[config.mk]
export PLATFORM = sky130hd
export DESIGN_NAME = linear_readout_seq
export DESIGN_NICKNAME = d
export VERILOG_FILES = /design/src/rtl/readout_seq_pkg.sv /design/src/rtl/readout_start_guard.sv /design/src/rtl/readout_section.sv /design/src/rtl/linear_readout_seq.sv
export SDC_FILE = /design/constraint.sdc
export NUM_CORES = 1
export LEC_CHECK = 0
export CAP_MARGIN = 20
export CORE_MARGIN = 10
export CORE_UTILIZATION = 39
export CTS_CLUSTER_DIAMETER = 120
export DETAILED_ROUTE_END_ITERATION = 8
export PLACE_DENSITY_LB_ADDON = 0.1
export SYNTH_ARGS = -nofsm -noshare
export SYNTH_HDL_FRONTEND = slang
export SYNTH_SLANG_ARGS = --single-unit
export TNS_END_PERCENT = 100
[constraint.sdc]
create_clock -name clk -period 1.67 [get_ports clk]
set_input_delay 0.4175 -clock clk [delete_from_list [all_inputs] [get_ports clk]]
set_output_delay 0.4175 -clock clk [all_outputs]
set_load 0.05 [all_outputs]
[src/rtl/readout_seq_pkg.sv]
package readout_seq_pkg;

    typedef struct packed {
        logic prev;
        logic err;
    } guard_st_t;

endpackage

[src/rtl/readout_start_guard.sv]
module readout_start_guard
    import readout_seq_pkg::*;
(
    input  logic clk,
    input  logic rst,
    input  logic start_i,
    input  logic busy_i,
    output logic tok_o,
    output logic err_o
);

    guard_st_t st_d, st_q;
    logic      accept;

    always_comb begin
        accept    = start_i & ~st_q.prev & ~busy_i;
        st_d      = st_q;
        st_d.prev = start_i;
        st_d.err  = st_q.err | (start_i & (st_q.prev | busy_i));
        if (rst) begin
            st_d = '0;
        end
    end

    always_ff @(posedge clk) begin
        st_q <= st_d;
    end

    assign tok_o = accept & ~rst;
    assign err_o = st_q.err;

endmodule

[src/rtl/readout_section.sv]
module readout_section #(
    parameter int PIX = 64
) (
    input  logic           clk,
    input  logic           rst,
    input  logic           tok_i,
    output logic [PIX-1:0] sel_o,
    output logic [PIX-1:0] prst_o,
    output logic           oe_o,
    output logic           carry_o
);

    typedef struct packed {
        logic [PIX-1:0] sel;
        logic [PIX-1:0] prst;
    } sec_st_t;

    sec_st_t st_d, st_q;

    always_comb begin
        st_d      = st_q;
        st_d.sel  = {st_q.sel[PIX-2:0], tok_i};
        st_d.prst = st_q.sel & ~st_d.sel;
        if (rst) begin
            st_d = '0;
        end
    end

    always_ff @(posedge clk) begin
        st_q <= st_d;
    end

    assign sel_o   = st_q.sel;
    assign prst_o  = st_q.prst;
    assign oe_o    = |st_q.sel;
    assign carry_o = st_q.sel[PIX-1];

endmodule

[src/rtl/linear_readout_seq.sv]
module linear_readout_seq #(
    parameter int PIX_PER_SEC = 64,
    parameter int NUM_SEC     = 2
) (
    input  logic                           clk,
    input  logic                           rst,
    input  logic                           start_i,
    output logic [PIX_PER_SEC*NUM_SEC-1:0] pix_sel_o,
    output logic [PIX_PER_SEC*NUM_SEC-1:0] pix_rst_o,
    output logic [NUM_SEC-1:0]             out_en_o,
    output logic [NUM_SEC-1:0]             carry_o,
    output logic                           start_err_o
);

    localparam int TOT = PIX_PER_SEC * NUM_SEC;

    logic [NUM_SEC:0] chain;
    logic             busy;

    assign busy = |pix_sel_o;

    readout_start_guard u_guard (
        .clk     (clk),
        .rst     (rst),
        .start_i (start_i),
        .busy_i  (busy),
        .tok_o   (chain[0]),
        .err_o   (start_err_o)
    );

    for (genvar s = 0; s < NUM_SEC; s++) begin : g_sec
        readout_section #(.PIX(PIX_PER_SEC)) u_sec (
            .clk     (clk),
            .rst     (rst),
            .tok_i   (chain[s]),
            .sel_o   (pix_sel_o[s*PIX_PER_SEC +: PIX_PER_SEC]),
            .prst_o  (pix_rst_o[s*PIX_PER_SEC +: PIX_PER_SEC]),
            .oe_o    (out_en_o[s]),
            .carry_o (chain[s+1])
        );
    end

    assign carry_o = chain[NUM_SEC:1];

endmodule

==> results summary <==
After detailed routing, the total wire length is 22500 um. The via density per instance came out at 4.40. The final critical path takes up 148% of the cycle. The area fraction in compound gates after synthesis came out at 0.157%.

The worst endpoint data arrival time came out at 2060 ps. The synthesized netlist occupies a cell area of 0.00719 mm2. Setup repair after global routing could not meet its margin everywhere. The total net switching power is 0.00244 W.

The power density normalized to cell area came out at 902 mW/mm2. The core outline area came out at 0.0181 mm2. The maximum number of pins on one net before global-route repair is 62. The xor-xnor portion of the synthesized cell area is 0%.

In the post-synthesis netlist, the cell with the most instances is dfxtp_1. The standard cell area after detailed placement is 0.0121 mm2. The final setup skew came out at 7.53 ps.

In this run, the combinational gates consume 1.7% of the power. The multiplexer share of the synthesized area is 0%. The total of buffers placed on input and output ports is 263. The internal portion of the total power is 0.00950 W. The worst path in the final design needs a cycle of 2480 ps, including I/O delays and setup. The count of buffering cells on the critical path with inverters included came out at 1.

The worst hold path belongs to the class in2reg. The number of hold-repair buffers added at the cts stage is 0. The first TritonRoute pass finished after 4 iterations. The final reports fail on negative setup slack. The via total after detailed routing is 5444. The number of design-rule violations left by the first detailed-router iteration is 163. The clock-pin slew reported for the worst setup and hold paths after clock tree synthesis came out at 60 ps. The delay of the slowest cell on the worst path came out at 610 ps.

The count of endpoints failing setup in the final report is 4. For the pin with the worst max-slew slack, the measured transition is 309 ps. Based on the critical path, the design can be clocked at up to 404 MHz. The number of synthesized flops with an enable pin came out at 0.

The leakage component of the power came out at 6.09 nW. Clock latency on the worst-skew pair, taken at its later pin, is 510 ps. By area, the combinational part of the netlist is dominated by simple AND/OR/NAND/NOR gates. Sorting the synthesized cells by area gives the leading types as dfxtp_1 (72%), nor2b_1 (22%), nor4_1 (2.4%), nand4_1 (0.70%), nor4_2 (0.70%). The number of I/O pins came out at 264. The adder and majority cell fraction of the synthesized area is 0%. The largest total area in the synthesized netlist belongs to dfxtp_1. The critical path goes through nor4_4 -> nand4_1 -> or4_4 -> buf_12.

The average cell area after synthesis is 12.4 um2. The number of nets in the synthesized netlist is 583. The share of layout cells above drive strength 1 is 56.6%.

The worst setup path is launched from a flop. The chip height is 156 um. For this run, the total global-route usage over all layers was measured as 18.0%.

The post-synthesis simple-gate area fraction came out at 26.7%. The startpoint of the lowest-slack register-to-register path is g_sec[0].u_sec.sel_o[29]. The TritonCTS clock tree is yes. The share of total power consumed by net switching came out at 20.4%. Among all stages on the critical path, the largest delay is contributed by or4_4. After detailed routing, the average wire length per cell comes to 18.2 um. The count of pins over their slew limit is 0. The critical path in this run is classified as reg2out. The sum of net half-perimeters after detailed placement came out at 17300 um. Of the post-synthesis cell area, the dominant cell type holds 71.8%. The most used flip-flop cell after synthesis is dfxtp_1. The run finished, with violations left. In this run, CTS created clock tree buffers numbering 25. In this run the worst setup path begins at g_sec[1].u_sec.sel_o[46]. Once routing completed, OpenROAD measured the worst setup slack at -807 ps. The fraction of the yosys area taken by sequential cells came out at 71.8%. The number of different library cells in the post-synthesis netlist came out at 17. Once detail routing completed, the nets flagged for antenna violations numbered 0. The required time of the critical path came out at 1250 ps. In this run the clock root is driven by a clkbuf_16. The commonest cells after synthesis are dfxtp_1 (258), nor2b_1 (251), nor4_1 (28). The clock drives 258 sinks. The cell family with the largest share of critical-path delay is simple AND/OR/NAND/NOR gates. The number of max-capacitance violations reported is 0. The initial standard-cell utilization of the core came out at 39.8%. With fillers left out, the area of the finished cells amounts to 0.0132 mm2. STA classifies the critical path endpoint as a primary output.

The total number of H-tree levels came out at 1. The portion of total power attributed to sequential cells is 51.4%. The largest driver fanout on the critical path is 2. The number of antenna violations at the first check in global routing is 1. The die covers 0.0243 mm2. The cell count after synthesis came out at 580. The number of synthesis warnings came out at 0. The number of hold violations in the final report came out at 0. The origin of the worst min-delay path is rst. The wire length of the first global-routing pass came out at 34900 um.

From synthesis to final layout, the design area changed by 83.9%. The number of synthesized register bits came out at 258. The final worst hold slack came out at 292 ps. Counting flops with an async set or reset pin after synthesis yields a share of 0%. The maximum buffer depth of the clock tree came out at 3.

For this run, design rule violations remaining after detail routing come to 0. The worst voltage drop across the vdd grid came out at 822 uV. The number of rows in the core area is 49. The portion of total power attributed to the clock network came out at 46.9%. The horizontal extent of the die is 156 um. Headroom to the max-slew limit came out at 79.2%. The total global routing overflow is 0.

The final weighted congestion of routability-driven global placement is 0.814. The number of global-route vias before repair came out at 6066. The layout net count is 991.
-- repair_timing --
action                     in CTS  in global routing
pin swaps                       8                  7
gates resized for setup        26                 11
cloned                          0                  0
setup buffers                   1                  1
setup endpoints to repair       4                  4
-- flip-flops by register name, indices dropped and copies added, names as in the netlist --
signal / cells
g_sec.u_sec.sel_o: 128
g_sec.u_sec.prst_o: 128
u_guard.err_o: 1
u_guard.st_q: 1
-- path summary, 6_finish.rpt --
path | to | slack [ps] | cells after the start
setup / recovery | out_en_o[1] | -810 | 4
hold / removal | g_sec[1].u_sec.sel_o[18] | 290 | 2
setup reg to reg | u_guard.err_o | -490 | 7
hold reg to reg | g_sec[0].u_sec.prst_o[35] | 470 | 1
-- power groups by stage --
stage          clock network (W)  registers (W)   logic, W
2_1_floorplan                  0        0.00630  0.0000764
3_3_place_gp                   0        0.00627   0.000183
3_5_place_dp                   0        0.00627   0.000186
4_1_cts                  0.00569        0.00613   0.000202
5_1_grt                  0.00594        0.00613   0.000224
6_report                 0.00559        0.00613   0.000209
-- layout by cell type, fill, tap and decap left out --
master	count
and2b_2	1
nor2_1	2
nor2b_2	1
dfxtp_2	78
nor4b_4	1
and2b_1	2
buf_6	3
nor4_1	10
diode_2	1
clkbuf_8	8
clkinv_2	6
clkinvlp_4	1
nor3b_1	1
buf_12	127
dfxtp_4	22
or4_4	2
nor4_2	13
o41a_1	1
nor4_4	9
clkdlybuf4s50_1	1
nand4_1	8
clkbuf_16	27
clkbuf_1	3
dfxtp_1	158
buf_8	1
nor2b_1	251
buf_4	269
-- kinds of logic after synthesis --
group / count (synthesis)
compound gates: 1
buf+inv: 20
simple gates: 301
flops: 258
-- area by class of cell --
type | count | area [um2]
flip-flops and latches | 258 | 5350
fillers | 1194 | 4850
repair buffers | 401 | 4620
multi-input cells | 302 | 2140
clock buffers | 38 | 797
well taps | 229 | 287
clock inverters | 7 | 37.5
diodes | 1 | 2.50
-- per-stage QoR --
stage | cells | setup WS (ps) | total power [W] | utilization, % | setup TNS, ps
global route | 1235 | -880 | 0.0123 | 73.1 | -2780
floorplan | 580 | -234 | 0.00637 | - | -597
finish | 1236 | -807 | 0.0119 | 73.2 | -2490
detailed placement | 1189 | -511 | 0.00646 | 67.2 | -1980
CTS | 1234 | -852 | 0.0120 | 72.7 | -2430
global placement | 1189 | -552 | 0.00645 | 67.2 | -1930
-- routing by layer --
layer / wire length (um) / track usage [%]
met5: 0 / 0
met2: 11400 / 31.5
met3: 2550 / 8.57
met1: 8180 / 19.0
met4: 427 / 4.54
(Power assumes the default switching activity.)
